## src/rtl/alarm_pkg.sv

```systemverilog
package alarm_pkg;
  localparam int NUM_ALARMS = 2;
  localparam int NUM_FIELDS = 6;
  localparam int BYTE_W     = 8;

  // register map
  localparam int ADDR_CTRL     = 0;
  localparam int ADDR_STAT     = 1;
  localparam int ADDR_ALM_BASE = 2;
  localparam int ADDR_LAST     = ADDR_ALM_BASE + NUM_ALARMS * NUM_FIELDS - 1;

  // control bit positions
  localparam int CTL_EN0  = 0;
  localparam int CTL_MODE = 2;
  localparam int CTL_AUTO = 3;
  localparam logic [BYTE_W-1:0] CTRL_MASK = 8'h0F;

  typedef logic [BYTE_W-1:0] byte_t;

  // one field passes if its compare is disabled or its BCD value equals the clock
  function automatic logic field_pass(byte_t alm, byte_t clk_field);
    return !alm[BYTE_W-1] || (alm[BYTE_W-2:0] == clk_field[BYTE_W-2:0]);
  endfunction

  function automatic int field_addr(int alarm, int field);
    return ADDR_ALM_BASE + alarm * NUM_FIELDS + field;
  endfunction
endpackage

```

## src/rtl/alarm_regs.sv

```systemverilog
module alarm_regs
  import alarm_pkg::*;
#(
  parameter int ADDR_W = 4
) (
  input  logic                                      clk,
  input  logic                                      rst_n,
  input  logic                                      wr_en,
  input  logic [ADDR_W-1:0]                         wr_addr,
  input  logic [BYTE_W-1:0]                         wr_data,
  input  logic [ADDR_W-1:0]                         rd_addr,
  input  logic [NUM_ALARMS-1:0]                     flags_i,
  output logic [BYTE_W-1:0]                         ctrl_o,
  output logic [NUM_ALARMS-1:0][NUM_FIELDS-1:0][BYTE_W-1:0] alm_o,
  output logic [NUM_ALARMS-1:0]                     clr_mask_o,
  output logic [BYTE_W-1:0]                         rd_data_o
);
  localparam logic [ADDR_W-1:0] A_CTRL = ADDR_W'(ADDR_CTRL);
  localparam logic [ADDR_W-1:0] A_STAT = ADDR_W'(ADDR_STAT);

  logic [BYTE_W-1:0] ctrl_q;
  logic              wr_ctrl;
  logic              wr_stat;

  assign wr_ctrl = wr_en && (wr_addr == A_CTRL);
  assign wr_stat = wr_en && (wr_addr == A_STAT);

  always_ff @(posedge clk or negedge rst_n) begin
    if (!rst_n)       ctrl_q <= '0;
    else if (wr_ctrl) ctrl_q <= wr_data & CTRL_MASK;
  end
  assign ctrl_o = ctrl_q;

  // zero bits in a status write clear the matching flag
  assign clr_mask_o = wr_stat ? ~wr_data[NUM_ALARMS-1:0] : '0;

  for (genvar a = 0; a < NUM_ALARMS; a++) begin : g_alarm
    for (genvar f = 0; f < NUM_FIELDS; f++) begin : g_field
      localparam logic [ADDR_W-1:0] MY_ADDR = ADDR_W'(field_addr(a, f));
      byte_t fld_q;
      always_ff @(posedge clk or negedge rst_n) begin
        if (!rst_n)                             fld_q <= '0;
        else if (wr_en && wr_addr == MY_ADDR)   fld_q <= wr_data;
      end
      assign alm_o[a][f] = fld_q;
    end
  end

  always_comb begin
    rd_data_o = '0;
    if (rd_addr == A_CTRL) rd_data_o = ctrl_q;
    if (rd_addr == A_STAT) rd_data_o = BYTE_W'(flags_i);
    for (int a = 0; a < NUM_ALARMS; a++) begin
      for (int f = 0; f < NUM_FIELDS; f++) begin
        if (rd_addr == ADDR_W'(field_addr(a, f))) rd_data_o = alm_o[a][f];
      end
    end
  end

  assert_ctrl_wr_R10: assert property (@(posedge clk) disable iff (!rst_n)
    wr_ctrl |=> (ctrl_o == ($past(wr_data) & CTRL_MASK)));
endmodule

```

## src/rtl/alarm_cmp.sv

```systemverilog
module alarm_cmp
  import alarm_pkg::*;
(
  input  logic                                clk,
  input  logic                                rst_n,
  input  logic                                tick,
  input  logic                                enable,
  input  logic [NUM_FIELDS-1:0][BYTE_W-1:0]   alm_i,
  input  logic [NUM_FIELDS-1:0][BYTE_W-1:0]   time_i,
  output logic                                match_o,
  output logic                                hit_o
);
  logic [NUM_FIELDS-1:0] pass_vec;
  logic [NUM_FIELDS-1:0] en_vec;
  logic                  any_en;
  logic                  prev_q;

  for (genvar f = 0; f < NUM_FIELDS; f++) begin : g_cmp
    assign pass_vec[f] = field_pass(alm_i[f], time_i[f]);
    assign en_vec[f]   = alm_i[f][BYTE_W-1];
  end

  assign any_en  = |en_vec;
  assign match_o = enable && any_en && (&pass_vec);

  // match state as seen at the previous tick
  always_ff @(posedge clk or negedge rst_n) begin
    if (!rst_n)    prev_q <= 1'b0;
    else if (tick) prev_q <= match_o;
  end

  assign hit_o = tick && match_o && !prev_q;

  assert_no_field_R3: assert property (@(posedge clk) disable iff (!rst_n)
    (tick && !any_en) |-> !hit_o);
  assert_one_event_R4: assert property (@(posedge clk) disable iff (!rst_n)
    hit_o |=> !hit_o);
  assert_disabled_R9: assert property (@(posedge clk) disable iff (!rst_n)
    !enable |-> !hit_o);
endmodule

```

## src/rtl/alarm_irq_gen.sv

```systemverilog
module alarm_irq_gen
  import alarm_pkg::*;
#(
  parameter int PULSE_W = 4
) (
  input  logic                  clk,
  input  logic                  rst_n,
  input  logic [NUM_ALARMS-1:0] hit_i,
  input  logic                  pulse_mode,
  input  logic [NUM_ALARMS-1:0] clr_mask_i,
  input  logic                  auto_clr_i,
  output logic [NUM_ALARMS-1:0] flags_o,
  output logic                  irq_n_o
);
  localparam int CW = $clog2(PULSE_W + 1);

  logic [NUM_ALARMS-1:0] flags_q;
  logic [CW-1:0]         cnt_q;
  logic                  any_hit;

  assign any_hit = |hit_i;

  // a new event wins over a clear in the same cycle
  always_ff @(posedge clk or negedge rst_n) begin
    if (!rst_n) flags_q <= '0;
    else        flags_q <= (flags_q & ~clr_mask_i & {NUM_ALARMS{!auto_clr_i}}) | hit_i;
  end

  always_ff @(posedge clk or negedge rst_n) begin
    if (!rst_n)                      cnt_q <= '0;
    else if (pulse_mode && any_hit)  cnt_q <= CW'(PULSE_W);
    else if (cnt_q != '0)            cnt_q <= cnt_q - 1'b1;
  end

  assign flags_o = flags_q;
  assign irq_n_o = pulse_mode ? (cnt_q == '0) : !(|flags_q);

  assert_latch_low_R5: assert property (@(posedge clk) disable iff (!rst_n)
    (any_hit && !pulse_mode) ##1 !pulse_mode |-> !irq_n_o);
  assert_autoclr_R7: assert property (@(posedge clk) disable iff (!rst_n)
    (auto_clr_i && !any_hit) |=> (flags_o == '0));
  assert_pulse_start_R8: assert property (@(posedge clk) disable iff (!rst_n)
    (any_hit && pulse_mode) ##1 pulse_mode |-> !irq_n_o);
  assert_cnt_range_R8: assert property (@(posedge clk) disable iff (!rst_n)
    cnt_q <= CW'(PULSE_W));
endmodule

```

## src/rtl/alarm_irq_unit.sv

```systemverilog
module alarm_irq_unit
  import alarm_pkg::*;
#(
  parameter int ADDR_W  = 4,
  parameter int PULSE_W = 4
) (
  input  logic              clk,
  input  logic              rst_n,
  input  logic              wr_en,
  input  logic [ADDR_W-1:0] wr_addr,
  input  logic [7:0]        wr_data,
  input  logic [ADDR_W-1:0] rd_addr,
  input  logic              rd_strobe,
  output logic [7:0]        rd_data,
  input  logic              tick,
  input  logic [7:0]        t_sec,
  input  logic [7:0]        t_min,
  input  logic [7:0]        t_hour,
  input  logic [7:0]        t_date,
  input  logic [7:0]        t_month,
  input  logic [7:0]        t_dow,
  output logic              irq_n
);
  logic [BYTE_W-1:0]                               ctrl;
  logic [NUM_ALARMS-1:0][NUM_FIELDS-1:0][BYTE_W-1:0] alm;
  logic [NUM_FIELDS-1:0][BYTE_W-1:0]               time_vec;
  logic [NUM_ALARMS-1:0]                           flags;
  logic [NUM_ALARMS-1:0]                           clr_mask;
  logic [NUM_ALARMS-1:0]                           match;
  logic [NUM_ALARMS-1:0]                           hit;
  logic                                            stat_read;
  logic                                            auto_clr;

  assign time_vec  = {t_dow, t_month, t_date, t_hour, t_min, t_sec};
  assign stat_read = rd_strobe && (rd_addr == ADDR_W'(ADDR_STAT));
  assign auto_clr  = stat_read && ctrl[CTL_AUTO];

  alarm_regs #(.ADDR_W(ADDR_W)) regs_i (
    .clk        (clk),
    .rst_n      (rst_n),
    .wr_en      (wr_en),
    .wr_addr    (wr_addr),
    .wr_data    (wr_data),
    .rd_addr    (rd_addr),
    .flags_i    (flags),
    .ctrl_o     (ctrl),
    .alm_o      (alm),
    .clr_mask_o (clr_mask),
    .rd_data_o  (rd_data)
  );

  for (genvar a = 0; a < NUM_ALARMS; a++) begin : g_cmp
    alarm_cmp cmp_i (
      .clk     (clk),
      .rst_n   (rst_n),
      .tick    (tick),
      .enable  (ctrl[CTL_EN0 + a]),
      .alm_i   (alm[a]),
      .time_i  (time_vec),
      .match_o (match[a]),
      .hit_o   (hit[a])
    );
  end

  alarm_irq_gen #(.PULSE_W(PULSE_W)) irq_i (
    .clk        (clk),
    .rst_n      (rst_n),
    .hit_i      (hit),
    .pulse_mode (ctrl[CTL_MODE]),
    .clr_mask_i (clr_mask),
    .auto_clr_i (auto_clr),
    .flags_o    (flags),
    .irq_n_o    (irq_n)
  );

  assert_flag_set_R5: assert property (@(posedge clk) disable iff (!rst_n)
    hit[0] |=> flags[0]);
  assert_match_needs_tick_R4: assert property (@(posedge clk) disable iff (!rst_n)
    !tick |-> (hit == '0));
endmodule

```

## config.mk

```make
export PLATFORM = sky130hd
export DESIGN_NAME = alarm_irq_unit
export DESIGN_NICKNAME = d
export VERILOG_FILES = /design/src/rtl/alarm_pkg.sv /design/src/rtl/alarm_regs.sv /design/src/rtl/alarm_cmp.sv /design/src/rtl/alarm_irq_gen.sv /design/src/rtl/alarm_irq_unit.sv
export SDC_FILE = /design/constraint.sdc
export NUM_CORES = 1
export LEC_CHECK = 0
export BUFFER_PORTS_ARGS = -buffer_cell sky130_fd_sc_hd__buf_2
export CAP_MARGIN = 0
export CORE_ASPECT_RATIO = 0.6
export CORE_UTILIZATION = 62
export DETAILED_ROUTE_END_ITERATION = 6
export GPL_TIMING_DRIVEN = 1
export HOLD_SLACK_MARGIN = 0.03
export PLACE_DENSITY = 0.91
export RECOVER_POWER = 50
export SLEW_MARGIN = 20
export SYNTH_ARGS = -nofsm -noshare
export SYNTH_HDL_FRONTEND = slang
export SYNTH_HIERARCHICAL = 1
export SYNTH_SLANG_ARGS = --single-unit
```

## constraint.sdc

```tcl
create_clock -name clk -period 5.3 [get_ports clk]
set_input_delay 0.53 -clock clk [delete_from_list [all_inputs] [get_ports clk]]
set_output_delay 0.53 -clock clk [all_outputs]
set_load 0.01 [all_outputs]
```

## Word-level counts from Yosys, hierarchy flattened

Cells that the tools add are included.

- Register bits after elaboration: 107
- Output and inout port bits: 9
- Logic and storage cells: 143
- Bits of input ports: 69

- Reduce and logical (&&, ||, !) cells: 64
- Bitwise gates (word level): 5
- Mux-type cells: 18
- Add/subtract/negate cells: 1
- Equality and inequality tests: 38

Operators by type and width:

| cell | count |
|---|---|
| 8-bit 2-to-1 mux | 13 |
| 7-bit equality test | 12 |
| 4-bit equality test, second input constant | 12 |
| 4-bit by 3-bit equality test with 1-bit output, second input constant | 8 |
| 1-bit logical AND | 25 |
| 4-bit by 2-bit equality test with 1-bit output, second input constant | 4 |
| 1-bit logical NOT | 16 |
| 1-bit logical OR | 12 |
| 6-bit AND reduction | 2 |
| 6-bit OR reduction | 2 |
| 4-bit by 1-bit equality test with 1-bit output, second input constant | 2 |
| 4-bit logical NOT | 2 |
| 3-bit 2-to-1 mux | 2 |
| 2-bit bitwise AND | 2 |
| 4-bit 2-to-1 mux | 1 |
| 2-bit inverter | 2 |
| 2-bit OR reduction | 2 |
| 3-bit logical NOT | 1 |
| 3-bit nonzero test | 1 |
| 3-bit by 1-bit subtractor with 3-bit output, second input constant | 1 |
| 2-bit 2-to-1 mux | 1 |
| 2-bit OR | 1 |
| 2-bit nonzero test | 1 |
| 1-bit 2-to-1 mux | 1 |

## Logic depth before layout (Yosys ltp)

Gate-level depths: netlist of run 1.

- Depth after elaboration: 15
- Gate-level depth with buffers: 8

## Cells and area by module

The synthesis of run 1 kept the hierarchy.

Modules (own cells, without submodules):

| module | cells each | times used | seq. area each (um^2) | area an instance (um^2) |
|---|---|---|---|---|
| alarm_regs | 397 | 1 | 2,502.4 | 4,964.8 |
| alarm_cmp | 64 | 2 | 25.0 | 545.5 |
| alarm_irq_gen | 26 | 1 | 125.1 | 262.8 |
| alarm_irq_unit | 2 | 1 | 0.0 | 18.8 |

## Worst setup path after synthesis of run 1

Ideal clock, no wire load.

- Path kind: input port to output port
- From: input port rd_addr[1]
- To: output port rd_data[0]
- Arrival time: 1.663 ns
- Buffers on the path: 1
- Path slack: 3.107 ns
- Stages: 6
- Path through: buf_4 -> mux2_1 -> and3_1 -> a211oi_2 -> a2111oi_2 -> a2bb2oi_1

- Longest elaborated chain between the ends: 15
- Elaborated cells on any way between the ends: 28
- Classes of those cells: eq/ne: 13; mux: 14; reduce/logical: 1

Ends and longest elaborated chain:

| item | line | RTL |
|---|---|---|
| start: declaration | alarm_irq_unit.sv:12 | `input logic [ADDR_W-1:0] rd_addr,` |
| 4-bit logical NOT | alarm_regs.sv:51 | `if (rd_addr == A_CTRL) rd_data_o = ctrl_q;` |
| 4-bit 2-to-1 mux | alarm_regs.sv:51 |  |
| 8-bit 2-to-1 mux | alarm_regs.sv:52 | `if (rd_addr == A_STAT) rd_data_o = BYTE_W'(flags_i);` |
| 8-bit 2-to-1 mux (11 in a row) | alarm_regs.sv:55 | `if (rd_addr == ADDR_W'(field_addr(a, f))) rd_data_o = alm_o[a][f];` |
| 8-bit 2-to-1 mux (*) | alarm_regs.sv:55 |  |
| end: declaration | alarm_irq_unit.sv:14 | `output logic [7:0] rd_data,` |

Mark *: on every way between the ends. The rest lies on a longest branch, timed or not.

## Worst setup path after layout of run 1

- From: input port rd_addr[2]
- To: output port rd_data[0]

The elaborated chain is that of the path after synthesis.

==> flow_metrics.py, run 1 <==
metrics = {
    "drt": {
        "drtAntennaViolNets": 0,
        "drt-initial-drc-count": 922,
        "drcViolationCount": 14,
        "num_vias": 5082,
        "drt-wirelength-per-cell_um": 25.5,
        "wirelength_um": 18800,
        "first_pass_iters": 7,
        "viasPerCell": 6.90,
    },
    "cts": {
        "htreeDepth": 3,
        "clk_pin_slew_ns": 0.07,
        "cts_root_buffer": "clkbuf_16",
        "cts_resized": 0,
        "cts_tree": "done",
        "cts_made_buffers": 9,
        "ctsLongestPathBuffers": 2,
        "clock_latency_ns": 0.36,
        "cts_num_sinks": 107,
        "cts_hold_buf": 0,
        "cts_setup_buffers": 0,
    },
    "floorplan": {
        "die_h_um": 80.1,
        "start_util_pct": 64.0,
        "die-area_um2": 10600,
        "num_rows": 28,
        "io_pins": 78,
        "coreArea_um2": 9840,
        "fp.dieW_um": 132,
    },
    "run_status": {
        "status": "complete, but fails checks",
        "violations": "design-rule violations, max-capacitance violations, max-slew violations",
    },
    "grt": {
        "grt_pass1_wl_um": 29200,
        "grt_pass1_vias": 5085,
        "grt_max_degree": 71,
        "grt_use_total_pct": 37.9,
        "overflow": 0,
        "grt_antenna_before_repair": 0,
    },
    "setup_path": {
        "worstPathMaxFanout": 34,
        "crit_path_start_kind": "input port",
        "arrival_ns": 2.99,
        "endpoint_kind": "output pin",
        "worstSetupPathType": "input port to output pin",
        "worstPathRequired_ns": 4.77,
    },
    "power_and_ir_drop": {
        "switching_share_pct": 35.0,
        "powerDensity_nw_per_um2": 382,
        "combPwrFrac_pct": 27.4,
        "p_sw_mw": 0.924,
        "internal_power_mw": 1.72,
        "seqPwrFrac_pct": 47.9,
        "pwr-share-clk_pct": 24.8,
        "leakage_nw": 2.88,
        "max-vdd-ir-drop_v": 0.000229,
    },
    "synth": {
        "syn_avg_cell_area_um2": 11.5,
        "synthCells": 546,
        "synthesis.area_um2": 6300,
        "synth_nets": 617,
        "yosys_warnings": 6,
    },
    "timing": {
        "min_period_over_period_pct": 66.4,
        "skew_ns": 0.00980,
        "tightestPinTransition_ns": 2.03,
        "maxClockFrequency_mhz": 284,
        "maxSlewViolCount": 119,
        "rsz0062_at_grt": "false",
        "relSlewSlack_pct": -35.4,
        "finalHoldViolCount": 0,
        "fin_crit_ns": 3.52,
        "setup_viol": 0,
        "tns_ns": 0,
    },
    "place": {
        "place_hpwl_um": 13400,
        "dp.cells": 721,
        "globalplace.congestion": 1.04,
        "io_buffers": 71,
    },
    "worst_hold_path": {
        "hold_class": "input port to flop",
    },
    "finish": {
        "final_util_pct": 70.1,
        "drive_gt1_share_pct": 32.4,
        "diodes": 0,
        "fin_cells": 737,
        "fillCellCount": 716,
        "final_common_cell": "dfrtp_1",
        "layout.nets": 668,
        "final_cell_mix": "dfrtp_1 (107), mux2_2 (95), buf_2 (66)",
        "syn2layout_area_growth_pct": 9.66,
    },
    "run": {
        "cap_violations": 3,
    },
}
sequential cells by signal, summed over array words and instances, names as in the netlist:
name	cells
g_cmp.cmp_i/prev_q	2
regs_i/ctrl_o	4
irq_i/flags_o	2
regs_i/g_alarm.g_field.fld_q	96
irq_i/cnt_q	3
critical path, cell delays in order:
cell and delay (ns):
buf_2 0.53, nor2b_1 0.86, o21a_1 0.24, a211oi_2 0.05, a2111oi_2 0.33, a2bb2oi_1 0.26
buf_2 0.17
routing by layer:
| layer | track usage [%] | routed length (um) |
|---|---|---|
| met1 | 50.7 | 7460 |
| met2 | 55.8 | 7970 |
| met3 | 14.0 | 2660 |
| met4 | 15.5 | 680 |
| met5 | 0 | 0 |
metrics by stage:
stage          hold WS [ns]  setup WS [ns]  total power [mW]  area (um^2)
3_5_place_dp          0.522           1.87              1.96         6670
4_1_cts               0.147           1.82              2.62         6950
6_report              0.469           1.78              2.64         6900
5_1_grt               0.483           1.34              2.75         6900
3_3_place_gp          0.509           1.96              1.91         6670
2_1_floorplan         0.234           3.11              1.69         6300
final cells by class:
| type | instances | area, um^2 | area share (%) |
|---|---|---|---|
| Clock buffer | 9 | 225 | 3.26 |
| Clock inverter | 7 | 61.3 | 0.888 |
| Inverter | 6 | 22.5 | 0.326 |
| Multi-Input combinational cell | 401 | 3390 | 49.2 |
| Sequential cell | 107 | 2680 | 38.8 |
| Tap cell | 135 | 169 | 2.45 |
| Timing Repair Buffer | 72 | 354 | 5.13 |
power groups by stage:
stage | Clock (mW) | Combinational [mW] | Sequential, mW
2_1_floorplan | 0 | 0.524 | 1.17
3_5_place_dp | 0 | 0.700 | 1.26
6_report | 0.654 | 0.723 | 1.26
5_1_grt | 0.691 | 0.772 | 1.29
3_3_place_gp | 0 | 0.657 | 1.25
4_1_cts | 0.662 | 0.711 | 1.25
path summary, 6_finish.rpt:
check / to / cells past startpoint / slack [ns] / start
max in group asynchronous: regs_i/g_alarm[0].g_field[5].fld_q[1] / 2 / 1.95 / rst_n
worst min register to register: regs_i/g_alarm[0].g_field[1].fld_q[2] / 1 / 0.56 / regs_i/g_alarm[0].g_field[1].fld_q[2]
worst min-delay path: g_cmp[1].cmp_i/prev_q / 2 / 0.47 / tick
worst max-delay path: rd_data[0] / 7 / 1.78 / rd_addr[2]
min in group asynchronous: regs_i/g_alarm[0].g_field[2].fld_q[0] / 1 / 0.75 / rst_n
worst max register to register: irq_i/cnt_q[2] / 8 / 2.59 / regs_i/g_alarm[0].g_field[3].fld_q[0]
(Power assumes the default switching activity.)
==> run 2: changes to the inputs <==
--- a/config.mk
+++ b/config.mk
@@ -8,11 +8,11 @@
 export BUFFER_PORTS_ARGS = -buffer_cell sky130_fd_sc_hd__buf_2
 export CAP_MARGIN = 0
 export CORE_ASPECT_RATIO = 0.6
-export CORE_UTILIZATION = 62
+export CORE_UTILIZATION = 53
 export DETAILED_ROUTE_END_ITERATION = 6
 export GPL_TIMING_DRIVEN = 1
 export HOLD_SLACK_MARGIN = 0.03
-export PLACE_DENSITY = 0.91
+export PLACE_DENSITY = 0.84
 export RECOVER_POWER = 50
 export SLEW_MARGIN = 20
 export SYNTH_ARGS = -nofsm -noshare
==> constraint.sdc (replaced) <==
create_clock -name clk -period 2.9 [get_ports clk]
set_input_delay 0.29 -clock clk [delete_from_list [all_inputs] [get_ports clk]]
set_output_delay 0.29 -clock clk [all_outputs]
set_load 0.01 [all_outputs]
==> run 2 against run 1 <==
Compared with the run above: the flow finishes with violations (max-capacitance violations, max-slew violations); count of clock-buffer cells in the layout increased by 1; total power increased by 81%; largest power group unchanged; critical path type unchanged; register-to-register slack got worse by 2.2 ns; global-route usage decreased by 5.0 points; flip-flop and latch count unchanged; clock skew decreased by 0.0024 ns; hold slack got worse by 0.27 ns; first-iteration DRC count decreased by 36%; final cell count increased by 4.9%.
==> flow_metrics.py, run 2 (same netlist as run 1, synthesis figures left out) <==
metrics = {
    "run_status": {
        "status": "complete, but fails checks",
        "violations": "max-capacitance violations, max-slew violations",
    },
    "finish": {
        "seqCellArea_um2": 2680,
        "diodes": 0,
        "drive_gt1_share_pct": 34.9,
        "fillCellCount": 970,
        "regMostFlops": "regs_i/g_alarm.g_field.fld_q",
        "final_common_cell": "dfrtp_1",
        "final_cell_mix": "dfrtp_1 (107), mux2_2 (96), buf_2 (69)",
        "layout.nets": 679,
        "fin_cells": 773,
        "syn2layout_area_growth_pct": 11.7,
        "largest_reg_flops": 96,
        "multiInputGateArea_um2": 3430,
    },
    "timing": {
        "tns_ns": 0,
        "skew_ns": 0.00737,
        "finalHoldViolCount": 0,
        "min_period_over_period_pct": 85.0,
        "maxClockFrequency_mhz": 406,
        "rsz0062_at_grt": "false",
        "relSlewSlack_pct": -10.2,
        "tightestPinTransition_ns": 1.65,
        "fin_crit_ns": 2.47,
        "maxSlewViolCount": 67,
        "setup_viol": 0,
    },
    "drt": {
        "drtAntennaViolNets": 0,
        "drt-wirelength-per-cell_um": 24.5,
        "num_vias": 4957,
        "viasPerCell": 6.41,
        "drt-initial-drc-count": 590,
        "wirelength_um": 18900,
        "drcViolationCount": 0,
        "first_pass_iters": 5,
    },
    "floorplan": {
        "io_pins": 78,
        "start_util_pct": 55.0,
        "fp.dieW_um": 143,
        "die-area_um2": 12300,
        "coreArea_um2": 11400,
        "die_h_um": 86.4,
        "num_rows": 30,
    },
    "cts": {
        "clock_latency_ns": 0.35,
        "ctsLongestPathBuffers": 2,
        "cts_tree": "done",
        "cts_hold_buf": 0,
        "cts_root_buffer": "clkbuf_16",
        "htreeDepth": 3,
        "cts_resized": 0,
        "cts_made_buffers": 9,
        "clk_pin_slew_ns": 0.07,
        "cts_setup_buffers": 0,
        "cts_num_sinks": 107,
    },
    "worst_hold_path": {
        "holdPathStages": 2,
        "hold_start": "tick",
        "hold_class": "input port to flop",
        "holdPathEnd": "g_cmp[1].cmp_i/prev_q",
    },
    "grt": {
        "grt_use_total_pct": 32.9,
        "grt_pass1_vias": 5025,
        "overflow": 0,
        "grt_max_degree": 67,
        "grt_pass1_wl_um": 29200,
        "grt_antenna_before_repair": 1,
    },
    "setup_path": {
        "worstPathRequired_ns": 2.61,
        "crit_path_start_kind": "input port",
        "regToRegSetupSlack_ns": 0.44,
        "endpoint_kind": "output pin",
        "timing.rr.end": "irq_i/cnt_q[2]",
        "r2r-start": "regs_i/g_alarm[0].g_field[3].fld_q[4]",
        "worstPathMaxFanout": 23,
        "rr_worst_depth": 8,
        "arrival_ns": 2.18,
        "worstSetupPathType": "input port to output pin",
    },
    "power_and_ir_drop": {
        "switching_share_pct": 34.2,
        "combPwrFrac_pct": 27.9,
        "pwr-share-clk_pct": 23.8,
        "internal_power_mw": 3.14,
        "leakage_nw": 2.96,
        "seqPwrFrac_pct": 48.4,
        "powerDensity_nw_per_um2": 678,
        "p_sw_mw": 1.63,
        "max-vdd-ir-drop_v": 0.000385,
    },
    "place": {
        "globalplace.congestion": 0.995,
        "dp.cells": 757,
        "place_hpwl_um": 14200,
        "io_buffers": 71,
    },
    "run": {
        "cap_violations": 1,
    },
}
==> run 2: cell types whose count changed in the layout (fill, tap and decap cells not counted), moves of 3 or more <==
cell      previous run  this run
buf_4                0         9
nor2_1              27        23
nor2_2               3         7
buf_2               66        69
clkinv_2             0         3
==> run 2: metrics by stage <==
| step | hold WS, ns | power (mW) | utilization, % | cell area [um^2] | worst slack (ns) |
|---|---|---|---|---|---|
| final | 0.197 | 4.77 | 61.4 | 7030 | 0.435 |
| after global placement | 0.439 | 3.53 | 59.2 | 6780 | 0.522 |
| after floorplan | -0.00559 | 3.09 | - | 6300 | 1.10 |
| after detailed placement | 0.443 | 3.61 | 59.2 | 6780 | 0.487 |
| after global routing | 0.196 | 5.00 | 61.4 | 7030 | 0.292 |
| after CTS | 0.0765 | 4.74 | 61.6 | 7050 | 0.479 |
==> run 2: worst max path at each step <==
stage                                     startpoint             end  slack [ns]  depth (start not counted)
6_report                                  rd_addr[2]      rd_data[0]        0.43                          8
5_1_grt        regs_i/g_alarm[0].g_field[1].fld_q[2]  irq_i/cnt_q[2]        0.29                          8
4_1_cts                                   rd_addr[2]      rd_data[0]        0.48                          8
3_5_place_dp                              rd_addr[2]      rd_data[0]        0.49                          8
3_3_place_gp                              rd_addr[2]      rd_data[0]        0.52                          8
2_1_floorplan  regs_i/g_alarm[0].g_field[1].fld_q[7]  irq_i/cnt_q[2]        1.10                          7
==> run 2: final cells by class <==
type | count | share of cell area, %
Tap cell | 160 | 2.85
Multi-Input combinational cell | 401 | 48.8
Timing Repair Buffer | 83 | 6.17
Inverter | 6 | 0.320
Clock buffer | 10 | 3.26
Clock inverter | 6 | 0.569
Sequential cell | 107 | 38.1
==> run 2: worst max-delay path, cell delays in order <==
cell	delay, ns
buf_2	0.40
nor2b_1	0.19
buf_4	0.24
o21a_1	0.18
a211oi_2	0.06
a2111oi_2	0.39
a2bb2oi_1	0.25
buf_2	0.16
==> run 2: power groups by stage <==
| stage | sequential [mW] | combinational [mW] | clock (mW) |
|---|---|---|---|
| after floorplan | 2.13 | 0.958 | 0 |
| after CTS | 2.29 | 1.31 | 1.15 |
| after global routing | 2.35 | 1.44 | 1.21 |
| final | 2.31 | 1.33 | 1.13 |
| after detailed placement | 2.31 | 1.30 | 0 |
| after global placement | 2.29 | 1.24 | 0 |
==> run 2: layer usage <==
metal,track usage [%],vias up,wire [um]
met5,0,-,0
met4,10.4,0,460
met3,14.0,44,2550
met2,46.8,319,7920
met1,45.4,2447,8010
li1,-,2147,-
